===== config.mk =====
export PLATFORM = sky130hd
export DESIGN_NAME = lin_frame_decoder
export DESIGN_NICKNAME = d
export VERILOG_FILES = /design/src/rtl/lin_frame_decoder.sv
export SDC_FILE = /design/constraint.sdc
export NUM_CORES = 1
export LEC_CHECK = 0
export ABC_AREA = 1
export BUFFER_PORTS_ARGS = -buffer_cell sky130_fd_sc_hd__buf_2
export CAP_MARGIN = 15
export CORE_MARGIN = 2
export CORE_UTILIZATION = 45
export CTS_CLUSTER_SIZE = 8
export DETAILED_ROUTE_END_ITERATION = 6
export PLACE_DENSITY = 0.73
export RECOVER_POWER = 25
export SYNTH_ARGS = -nofsm -noshare
export SYNTH_HDL_FRONTEND = slang
export SYNTH_SLANG_ARGS = --single-unit

===== constraint.sdc =====
create_clock -name clk -period 4.01 [get_ports clk]
set_input_delay 1.203 -clock clk [delete_from_list [all_inputs] [get_ports clk]]
set_output_delay 1.203 -clock clk [all_outputs]
set_load 0.01 [all_outputs]

===== src/rtl/lin_frame_decoder.sv =====
module lin_frame_decoder #(
  parameter int CNT_W     = 16,
  parameter int MAX_BYTES = 8,
  localparam int LEN_W    = $clog2(MAX_BYTES + 1),
  localparam int DATA_W   = 8 * MAX_BYTES
) (
  input  logic              clk,
  input  logic              rst_n,
  input  logic              rx_line,
  input  logic [CNT_W-1:0]  bit_period,
  input  logic              enhanced_mode,
  input  logic [LEN_W-1:0]  exp_len,
  input  logic [5:0]        match_id,
  input  logic [DATA_W-1:0] match_data,
  output logic [5:0]        frame_id,
  output logic [DATA_W-1:0] frame_data,
  output logic [LEN_W-1:0]  byte_count,
  output logic              frame_valid,
  output logic              err_sync,
  output logic              err_parity,
  output logic              err_checksum,
  output logic              trig_id,
  output logic              trig_data,
  output logic              trig_both
);

  localparam int BRK_W = CNT_W + 4;
  localparam int IDX_W = (MAX_BYTES > 1) ? $clog2(MAX_BYTES) : 1;

  typedef enum logic [1:0] {S_IDLE, S_DELIM, S_HUNT, S_SHIFT} state_t;
  typedef enum logic [1:0] {F_SYNC, F_PID, F_DATA, F_CHK} field_t;

  state_t            state;
  field_t            field;
  logic              rx_m, rx_s, rx_d;
  logic [BRK_W-1:0]  low_cnt;
  logic [CNT_W-1:0]  tmr;
  logic [3:0]        bitn;
  logic [7:0]        sh;
  logic [7:0]        acc;
  logic [LEN_W-1:0]  cnt;
  logic [DATA_W-1:0] data_r;
  logic              id_hit;

  logic [BRK_W-1:0]  bp_x, brk_len;
  logic              break_det, pid_ok, data_hit;
  logic [LEN_W-1:0]  need;
  logic [DATA_W-1:0] cmp_mask;

  assign bp_x      = BRK_W'(bit_period);
  assign brk_len   = (bp_x << 3) + (bp_x << 2) + bp_x;
  assign break_det = (low_cnt == brk_len);

  assign pid_ok = (sh[6] == (sh[0] ^ sh[1] ^ sh[2] ^ sh[4])) &&
                  (sh[7] == ~(sh[1] ^ sh[3] ^ sh[4] ^ sh[5]));

  always_comb begin
    if (exp_len == '0)                        need = LEN_W'(1);
    else if (exp_len > LEN_W'(MAX_BYTES))     need = LEN_W'(MAX_BYTES);
    else                                      need = exp_len;
  end

  for (genvar g = 0; g < MAX_BYTES; g++) begin : g_mask
    assign cmp_mask[8*g +: 8] = (LEN_W'(g) < need) ? 8'hFF : 8'h00;
  end

  assign data_hit = ((data_r ^ match_data) & cmp_mask) == '0;

  function automatic logic [7:0] add_eac(input logic [7:0] a, input logic [7:0] b);
    logic [8:0] s;
    s = {1'b0, a} + {1'b0, b};
    return s[7:0] + {7'b0, s[8]};
  endfunction

  always_ff @(posedge clk or negedge rst_n) begin
    if (!rst_n) low_cnt <= '0;
    else if (rx_s) low_cnt <= '0;
    else if (!break_det) low_cnt <= low_cnt + 1'b1;
  end

  always_ff @(posedge clk or negedge rst_n) begin
    if (!rst_n) begin
      rx_m <= 1'b1; rx_s <= 1'b1; rx_d <= 1'b1;
      state <= S_IDLE; field <= F_SYNC;
      tmr <= '0; bitn <= '0; sh <= '0; acc <= '0; cnt <= '0;
      data_r <= '0; id_hit <= 1'b0;
      frame_id <= '0; frame_data <= '0; byte_count <= '0;
      frame_valid <= 1'b0; err_sync <= 1'b0; err_parity <= 1'b0; err_checksum <= 1'b0;
      trig_id <= 1'b0; trig_data <= 1'b0; trig_both <= 1'b0;
    end else begin
      rx_m <= rx_line; rx_s <= rx_m; rx_d <= rx_s;
      frame_valid <= 1'b0; err_sync <= 1'b0; err_parity <= 1'b0; err_checksum <= 1'b0;
      trig_id <= 1'b0; trig_data <= 1'b0; trig_both <= 1'b0;
      if (break_det) begin
        state <= S_DELIM;
      end else begin
        case (state)
          S_IDLE: ;
          S_DELIM: if (rx_s) begin
            state <= S_HUNT;
            field <= F_SYNC;
          end
          S_HUNT: if (rx_d && !rx_s) begin
            state <= S_SHIFT;
            tmr   <= bit_period >> 1;
            bitn  <= '0;
          end
          S_SHIFT: begin
            if (tmr != '0) begin
              tmr <= tmr - 1'b1;
            end else begin
              tmr <= bit_period - 1'b1;
              if (bitn == 4'd0) begin
                if (rx_s) state <= S_HUNT;
                else      bitn  <= 4'd1;
              end else if (bitn != 4'd9) begin
                sh   <= {rx_s, sh[7:1]};
                bitn <= bitn + 1'b1;
              end else begin
                state <= S_HUNT;
                case (field)
                  F_SYNC: begin
                    if (rx_s && sh == 8'h55) field <= F_PID;
                    else begin
                      err_sync <= 1'b1;
                      state    <= S_IDLE;
                    end
                  end
                  F_PID: begin
                    if (!rx_s) state <= S_IDLE;
                    else if (!pid_ok) begin
                      err_parity <= 1'b1;
                      state      <= S_IDLE;
                    end else begin
                      frame_id <= sh[5:0];
                      acc      <= enhanced_mode ? sh : 8'h00;
                      data_r   <= '0;
                      cnt      <= '0;
                      id_hit   <= (sh[5:0] == match_id);
                      trig_id  <= (sh[5:0] == match_id);
                      field    <= F_DATA;
                    end
                  end
                  F_DATA: begin
                    if (!rx_s) state <= S_IDLE;
                    else begin
                      data_r[8*cnt[IDX_W-1:0] +: 8] <= sh;
                      acc <= add_eac(acc, sh);
                      cnt <= cnt + 1'b1;
                      if (cnt + 1'b1 == need) field <= F_CHK;
                    end
                  end
                  F_CHK: begin
                    state <= S_IDLE;
                    if (rx_s) begin
                      frame_data <= data_r;
                      byte_count <= cnt;
                      if (sh == ~acc) begin
                        frame_valid <= 1'b1;
                        trig_data   <= data_hit;
                        trig_both   <= data_hit & id_hit;
                      end else begin
                        err_checksum <= 1'b1;
                      end
                    end
                  end
                  default: state <= S_IDLE;
                endcase
              end
            end
          end
          default: state <= S_IDLE;
        endcase
      end
    end
  end

endmodule


==> results.toml, run 1 <==
[run_status]
outcome = "finished with violations"
violations = "max-capacitance violations, max-slew violations"

[clock_tree]
cts_root_buf = "clkbuf_16"
tritoncts = "built"
cts_num_sinks = 213
cts_buffer_depth = 3
htreeDepth = 1
cts_hold_buffers = 0
clkTransAtPathRegs_ns = 0.05
clk_latency_ns = 0.57
cts_buffers = 31

[timing]
max_freq_mhz = 261.2
finalSetupViolCount = 0
worstMarginPinSlew_ns = 2.195
drv_slew = 86
grt_setup_unrepaired = "true"
slew_headroom_pct = -46.33
fin_crit_ns = 3.828
min_period_over_period_pct = 95.46
hold_viol = 0
skew_ns = 0.01183

[run]
maxCapViolations = 1

[floorplanning]
floorplan.rows = 62
pin_count = 175
design.core.area_um2 = 28700
initial_utilization_pct = 45.78
die-area_um2 = 30580
die_w_um = 174.9
die_h_um = 174.9

[synthesis]
netlist_area_um2 = 13140
synth_edf_count = 0
synth_area_per_cell_um2 = 7.574
yosysWarnings = 0
syn_nets = 1889
synth_ff_type = "dfrtp_1"
yosysUniqueCellTypes = 49
syn_inst = 1735
synth_seq_cells = 213
synthArstFlopShare_pct = 100.0
yosysSeqAreaShare_pct = 40.59

[setup_path]
reg2reg_depth = 8
crit_type = "input pin to flip-flop"
arrival_ns = 4.28
cp-start-kind = "input pin"
cp_slowest_cell = "fa_2"
crit_required_ns = 4.46
max_stage_delay_ns = 0.53
crit_path_end_kind = "flip-flop"
cpMostUsedCell = "nand2_1"
path_cells = "buf_2, fa_1, ha_2, fa_2, inv_1, nand2_1, nand2_1, nor2_1, nand3_1, nor2_1, nand2_1, nor2_1, nand2_1, nor2_2, nand3_2, o21bai_4, nor2_2, nand2_4, inv_4, buf_12, nand2_1, nand2_1"
crit_fanout = 25

[layout]
fin_nets = 2111
fillers = 2693
drive_gt1_share_pct = 16.01
n_antenna_cell = 0
final_cells = 2352
multi_input_area_um2 = 6862
area_growth_pct = 20.15
fin_area_um2 = 15790
seqCellArea_um2 = 5334

[route]
drtIter0Drc = 930
dr.pass1.iters = 5
via_count = 12390
wl_per_cell_um = 15.75
via_per_inst = 5.268
drtAntennaViolNets = 0
wirelength_mm = 37.05
drc = 0

[grt]
grt_pass1_wl_mm = 60.17
grt-ovfl-total = 0
antenna_found_initial = 0
grt_max_degree = 87
grt_pass1_vias = 12020
grt.total_usage_pct = 23.94

[placed_design]
hpwl_mm = 27.47
place_area_um2 = 14850
placedCellCount = 2307
portBuffers = 174
gp_congestion = 0.9668

[pwr]
total_power_uw = 6597
pwr-share-comb_pct = 27.6
clkPwrFrac_pct = 37.1
powerDensity_nw_per_um2 = 417.9
p_sw_uw = 2191
p_sw_share_pct = 33.21
p_leak_uw = 0.008273
seq_power_share_pct = 35.3
cell_internal_pwr_uw = 4406
ir_worst_vdd_uv = 416.9

[hold_path]
min_delay_path_depth = 0
min_path_type = "flip-flop to flip-flop"
==> layer usage <==
metal / track usage [%] / vias to the layer above / wire [um]
li1: - / 6056 / -
met1: 32.07 / 5759 / 15960
met2: 40.07 / 488 / 17340
met3: 3.721 / 87 / 2639
met4: 7.326 / 0 / 1120
met5: 0 / - / 0
==> cell families (layout without fill, tap and decap cells) <==
kind of cell / count (synthesis) / in the layout / share of synthesized area, %
fa+ha+maj: 60 / 60 / 6.570
flops: 213 / 213 / 40.59
buf+inv: 234 / 467 / 7.551
simple gates: 924 / 924 / 29.69
compound gates: 192 / 192 / 8.132
xor+xnor: 112 / 112 / 7.465
==> power groups by stage <==
stage / sequential (uW) / clock, uW / combinational (uW)
finish: 2330 / 2450 / 1820
global route: 2340 / 2570 / 2050
CTS: 2330 / 2490 / 1790
detailed placement: 2360 / 0 / 1780
global placement: 2360 / 0 / 1740
floorplan: 2350 / 0 / 1220
==> worst max-delay path, delay by kind of cell <==
kind / cells / cell delay, ns
simple gates: 14 / 1.20
buf+inv: 4 / 0.41
fa+ha+maj: 3 / 1.20
compound gates: 1 / 0.25
==> stage by stage <==
stage / hold WS (ns) / TNS [ns] / setup WS [ns] / util (%)
final: 0.3561 / 0 / 0.1821 / 55.00
after CTS: 0.3641 / 0 / 0.03761 / 54.83
after floorplan: 0.3452 / 0 / 0.06309 / -
after global placement: 0.3469 / -65.80 / -0.4583 / 51.74
after global routing: 0.3623 / -0.9319 / -0.03844 / 55.00
after detailed placement: 0.3491 / -66.75 / -0.5346 / 51.74
==> final timing paths <==
kind,startpoint,slack (ns),end
max,bit_period[1],0.18,frame_data[61]
min,rx_m,0.36,rx_s
max reg2reg,cnt[0],0.88,data_r[39]
min reg2reg,rx_m,0.36,rx_s
max in group asynchronous,rst_n,0.81,tmr[0]
min in group asynchronous,rst_n,1.25,frame_id[3]
==> cells in the final DEF (no fill, tap or decap), drive strengths merged, types with 3 or more instances in the layout <==
| cell | n |
|---|---|
| o21bai | 3 |
| clkbuf | 45 |
| o22ai | 7 |
| nand4 | 74 |
| buf | 238 |
| a21oi | 32 |
| and2 | 4 |
| nor4 | 12 |
| fa | 15 |
| xor2 | 70 |
| a31oi | 4 |
| nor3 | 32 |
| or2 | 3 |
| nand2 | 604 |
| nand3 | 74 |
| o211ai | 4 |
| dfstp | 3 |
| ha | 45 |
| o21ai | 131 |
| nand3b | 5 |
| xnor2 | 42 |
| dfrtp | 210 |
| nor2 | 111 |
| inv | 183 |
==> area by class of cell <==
type / instances / share of cell area [%]
multi-input combinational: 1288 / 43.46
sequential: 213 / 33.79
timing repair buffer: 241 / 9.748
clock buffer: 42 / 5.302
inverter: 182 / 4.343
tap: 384 / 3.043
clock inverter: 2 / 0.3170
==> Yosys cell counts (13+ instances only) <==
cell | instances | area (um^2)
nand4_1 | 74 | 462.9
a21oi_1 | 31 | 155.2
ha_1 | 45 | 563.0
nor2_1 | 108 | 405.4
xor2_1 | 70 | 613.1
o21ai_0 | 103 | 515.5
buf_2 | 13 | 65.06
nor3_1 | 32 | 160.2
nand3_1 | 73 | 365.4
xnor2_1 | 42 | 367.9
nand2_1 | 600 | 2252
dfrtp_1 | 210 | 5255
inv_1 | 179 | 671.9
clkbuf_1 | 17 | 63.81
o21ai_1 | 22 | 110.1
fa_1 | 15 | 300.3
==> sequential cells by signal, summed over array words and instances (netlist names), 2 cells and up <==
name,cells
byte_count,4
low_cnt,20
tmr,16
field,2
bitn,4
data_r,64
acc,8
sh,8
frame_id,6
state,2
cnt,4
frame_data,64
==> what timing repair did <==
item                       CTS  global route
setup buffers                0             0
resized for setup            0            19
setup endpoints to repair    0           195
Note: power is estimated with default switching activity, not from simulation.
==> run 2, diff against run 1 <==
Settings changed: RECOVER_POWER 25 to default.
==> results.toml, run 2 (same netlist as run 1, synthesis figures left out) <==
[pwr]
p_leak_uw = 0.008281
powerDensity_nw_per_um2 = 417.4
p_sw_share_pct = 33.21
p_sw_uw = 2192
clkPwrFrac_pct = 37.1
pwr-share-comb_pct = 27.6
seq_power_share_pct = 35.3
ir_worst_vdd_uv = 416.8
cell_internal_pwr_uw = 4408

[clock_tree]
cts_root_buf = "clkbuf_16"
clk_latency_ns = 0.57
htreeDepth = 1
tritoncts = "built"
cts_num_sinks = 213
cts_resized = 0
post_cts_buffers = 0
cts_buffers = 31
clkTransAtPathRegs_ns = 0.05
cts_hold_buffers = 0
cts_buffer_depth = 3

[route]
via_per_inst = 5.260
drtAntennaViolNets = 0
wl_per_cell_um = 15.75
wirelength_mm = 37.04
via_count = 12370
drtIter0Drc = 932
drc = 0
dr.pass1.iters = 5

[floorplanning]
pin_count = 175
floorplan.rows = 62
initial_utilization_pct = 45.78
die_w_um = 174.9
die_h_um = 174.9
design.core.area_um2 = 28700
die-area_um2 = 30580

[grt]
grt_max_degree = 87
met1_usage_pct = 32.07
grt_pass1_vias = 12020
busiest_layer = "met2"
grt.total_usage_pct = 23.94
antenna_found_initial = 0
grt-ovfl-total = 0
use_met2_pct = 40.07
grt_pass1_wl_mm = 60.17
met3_usage_pct = 3.721

[setup_path]
crit_fanout = 25
cp_slowest_cell = "fa_2"
cpMostUsedCell = "nand2_1"
path_cells = "buf_2, fa_1, ha_2, fa_2, inv_1, nand2_1, nand2_1, nor2_1, nand3_1, nor2_1, nand2_1, nor2_1, nand2_1, nor2_2, nand3_2, o21bai_4, nor2_2, nand2_4, inv_4, buf_12, nand2_1, nand2_1"
critPathBufInv = 4
crit_required_ns = 4.46
cp-start-kind = "input pin"
arrival_ns = 4.27
crit_path_end_kind = "flip-flop"
max_stage_delay_ns = 0.53
crit_type = "input pin to flip-flop"
cp_top_family = "adder cells"

[layout]
fillers = 2691
drive_gt1_share_pct = 16.01
finalCoreUtilization_pct = 55.09
final_cell_mix = "nand2_1, dfrtp_1, inv_1"
n_antenna_cell = 0
reg_top3 = "data_r x64, frame_data x64, low_cnt x20"
area_growth_pct = 20.33
final_cells = 2352
fin_nets = 2111
final_common_cell = "nand2_1"

[timing]
fin_crit_ns = 3.820
finalSetupViolCount = 0
worstMarginPinSlew_ns = 1.037
whs_ns = 0.3561
hold_viol = 0
drv_slew = 0
slew_headroom_pct = 30.61
max_freq_mhz = 261.8
tns_ns = 0
min_period_over_period_pct = 95.26
skew_ns = 0.01173
grt_setup_unrepaired = "true"

[run]
maxCapViolations = 0

[placed_design]
hpwl_mm = 27.47
placedCellCount = 2307
portBuffers = 174
gp_congestion = 0.9668

[run_status]
outcome = "complete, no violations"

[hold_path]
min_path_type = "flip-flop to flip-flop"
[run 2: cell count changes in the layout (fill, tap and decap cells not counted), sizes merged]
cell and delta:
buf +1, clkbuf -1
[run 2: final cells by class]
class                   instances  area, um^2  area share (%)
repair buffers                241        1563           9.884
well taps                     384       480.5           3.039
clock buffers                  42       837.1           5.294
multi-input cells            1288        6862           43.40
clock inverters                 2       50.05          0.3165
inverters                     182       685.7           4.336
flip-flops and latches        213        5334           33.73
[run 2: worst paths after layout]
path | startpoint | to | slack (ns) | cells after the start
max reg2reg | cnt[0] | data_r[39] | 0.88 | 8
min reg2reg | rx_m | rx_s | 0.36 | 0
min | rx_m | rx_s | 0.36 | 0
max | bit_period[1] | frame_data[61] | 0.19 | 22
max in group asynchronous | rst_n | rx_s | 2.44 | 2
min in group asynchronous | rst_n | frame_id[3] | 0.67 | 1
[run 2: power by group through the flow]
stage	Combinational [uW]	Clock (uW)	Sequential (uW)
after floorplan	1220	0	2350
after detailed placement	1780	0	2360
final	1820	2450	2330
after CTS	1790	2490	2330
after global placement	1740	0	2360
after global routing	2050	2570	2340
[run 2: layer usage]
| layer | vias up | wire length (um) | part of all wire [%] |
|---|---|---|---|
| met5 | - | 0 | 0 |
| met1 | 5756 | 15930 | 43 |
| met3 | 80 | 2657 | 7.2 |
| li1 | 6056 | - | - |
| met2 | 480 | 17360 | 47 |
| met4 | 0 | 1084 | 2.9 |
[run 2: stage by stage]
| stage | area, um^2 | worst slack (ns) | power [uW] |
|---|---|---|---|
| final | 15810 | 0.1900 | 6600 |
| after global routing | 15810 | -0.03844 | 6959 |
| after CTS | 15740 | 0.03761 | 6608 |
| after detailed placement | 14850 | -0.5346 | 4143 |
| after global placement | 14850 | -0.4583 | 4093 |
| after floorplan | 13140 | 0.06309 | 3567 |
[run 2: worst reg2reg max path: stages (launching register included)]
cell     delay [ns]
dfrtp_1        0.59
inv_1          0.33
ha_1           0.30
ha_1           0.39
nor3_1         0.32
nand3_1        0.13
nor3_1         0.67
nand2_1        0.16
o21ai_1        0.17
==> run 3, diff against run 2 <==
Settings changed: CORE_ASPECT_RATIO from default to 0.6, CORE_MARGIN 2 to 3.
==> results.toml, run 3 (same netlist as run 1, synthesis figures left out) <==
[route]
drtAntennaViolNets = 0
wirelength_mm = 40.68
drtIter0Drc = 1210
via_count = 12610
via_per_inst = 5.333
wl_per_cell_um = 17.21
drc = 0
dr.pass1.iters = 7

[pwr]
total_power_uw = 6533
powerDensity_nw_per_um2 = 410.3
ir_worst_vdd_uv = 301.6
p_leak_uw = 0.008342

[floorplanning]
design.core.area_um2 = 28170
die_h_um = 138.4
pin_count = 175
initial_utilization_pct = 46.65
die_w_um = 226.6
die-area_um2 = 31350
floorplan.rows = 47

[layout]
n_antenna_cell = 0
final_common_cell = "nand2_1"
final_cells = 2364
drive_gt1_share_pct = 16.22
fin_nets = 2127
fillers = 2624
reg_top3 = "data_r x64, frame_data x64, low_cnt x20"
final_cell_mix = "nand2_1, dfrtp_1, inv_1"
area_growth_pct = 21.18

[timing]
slew_headroom_pct = 24.06
finalSetupViolCount = 0
max_freq_mhz = 257.7
whs_ns = 0.3555
fin_crit_ns = 3.880
hold_viol = 0
min_period_over_period_pct = 96.76
worstMarginPinSlew_ns = 1.130
skew_ns = 0.01342
tns_ns = 0
drv_slew = 0

[setup_path]
crit_type = "input pin to flip-flop"
crit_fanout = 13
crit_required_ns = 4.43
crit_path_end_kind = "flip-flop"
arrival_ns = 4.30
cp-start-kind = "input pin"

[clock_tree]
cts_buffers = 30
htreeDepth = 1
tritoncts = "built"
cts_buffer_depth = 3
cts_root_buf = "clkbuf_16"
cts_num_sinks = 213
cts_hold_buffers = 0
clkTransAtPathRegs_ns = 0.05
clk_latency_ns = 0.54

[grt]
grt_pass1_vias = 11700
grt-ovfl-total = 0
antenna_found_initial = 1
grt_pass1_wl_mm = 64.18
grt_max_degree = 84
grt.total_usage_pct = 25.54

[run_status]
outcome = "complete, no violations"

[placed_design]
portBuffers = 174
gp_congestion = 0.9904
placedCellCount = 2299
hpwl_mm = 30.74

[hold_path]
min_path_type = "flip-flop to flip-flop"

[run]
maxCapViolations = 0
[run 3: cell types whose count changed in the layout (fill, tap and decap cells not counted), sizes merged]
cell,before,now
buf,239,255
clkbuf,44,58
bufinv,1,0
clkinv,0,1
inv,183,182
[run 3: repair_timing]
| item | 4_1_cts | 5_1_grt |
|---|---|---|
| endpoints found under the setup margin | 0 | 188 |
| endpoints found under the hold margin | 0 | 0 |
| resized for setup | 0 | 16 |
| buffers inserted | 0 | 7 |
[run 3: per-layer routing]
layer  GRT usage [%]  vias to the layer above  share of wire, %
li1                -                     6071                 -
met3           7.500                       55                10
met1           40.56                     5946                49
met5               0                        -             0.032
met2           34.29                      534                40
met4           4.514                        2               1.5
[run 3: worst paths after layout]
kind	end	start	slack, ns	cells after the start
setup / recovery	data_r[9]	bit_period[3]	0.13	22
hold / removal	rx_s	rx_m	0.36	0
setup reg to reg	data_r[44]	cnt[0]	0.75	9
hold reg to reg	rx_s	rx_m	0.36	0
max in group asynchronous	data_r[6]	rst_n	2.34	2
min in group asynchronous	frame_data[37]	rst_n	0.72	1
[run 3: through the flow]
stage | cell area, um^2 | util [%] | setup WS, ns
floorplan | 13140 | - | 0.06309
global placement | 14870 | 52.79 | -0.3582
detailed placement | 14870 | 52.79 | -0.4830
CTS | 15740 | 55.88 | 0.08080
global route | 15920 | 56.53 | -0.04365
finish | 15920 | 56.53 | 0.1299
[run 3: cell type report]
cell class | instances | area, um^2 | share of cell area (%)
Clock buffer | 55 | 865.8 | 5.438
Inverter | 182 | 683.2 | 4.290
Multi-Input combinational cell | 1288 | 6864 | 43.11
Timing Repair Buffer | 258 | 1712 | 10.75
Tap cell | 367 | 459.2 | 2.884
Sequential cell | 213 | 5334 | 33.50
Clock inverter | 1 | 5.005 | 0.03143
[run 3: critical path, stage by stage]
cell	delay, ns
buf_2	0.13
buf_4	0.16
fa_1	0.49
ha_1	0.32
buf_4	0.15
nand2_2	0.09
nand2_1	0.09
nand3_1	0.11
nand2_2	0.09
nand2_1	0.09
nand3_1	0.10
nand3_1	0.10
nand2_1	0.06
nor2_1	0.12
nand3_2	0.13
o21bai_4	0.21
nor2_4	0.07
buf_12	0.15
buf_12	0.15
buf_12	0.13
nand4_1	0.10
nand2_1	0.07
[run 3: power breakdown]
group          total [uW]  leakage (uW)  switching (uW)  internal, uW
logic                1840       0.00506            1180           656
registers            2330       0.00286            64.1          2270
clock network        2370      0.000414             934          1430
total                6530       0.00834            2180          4350
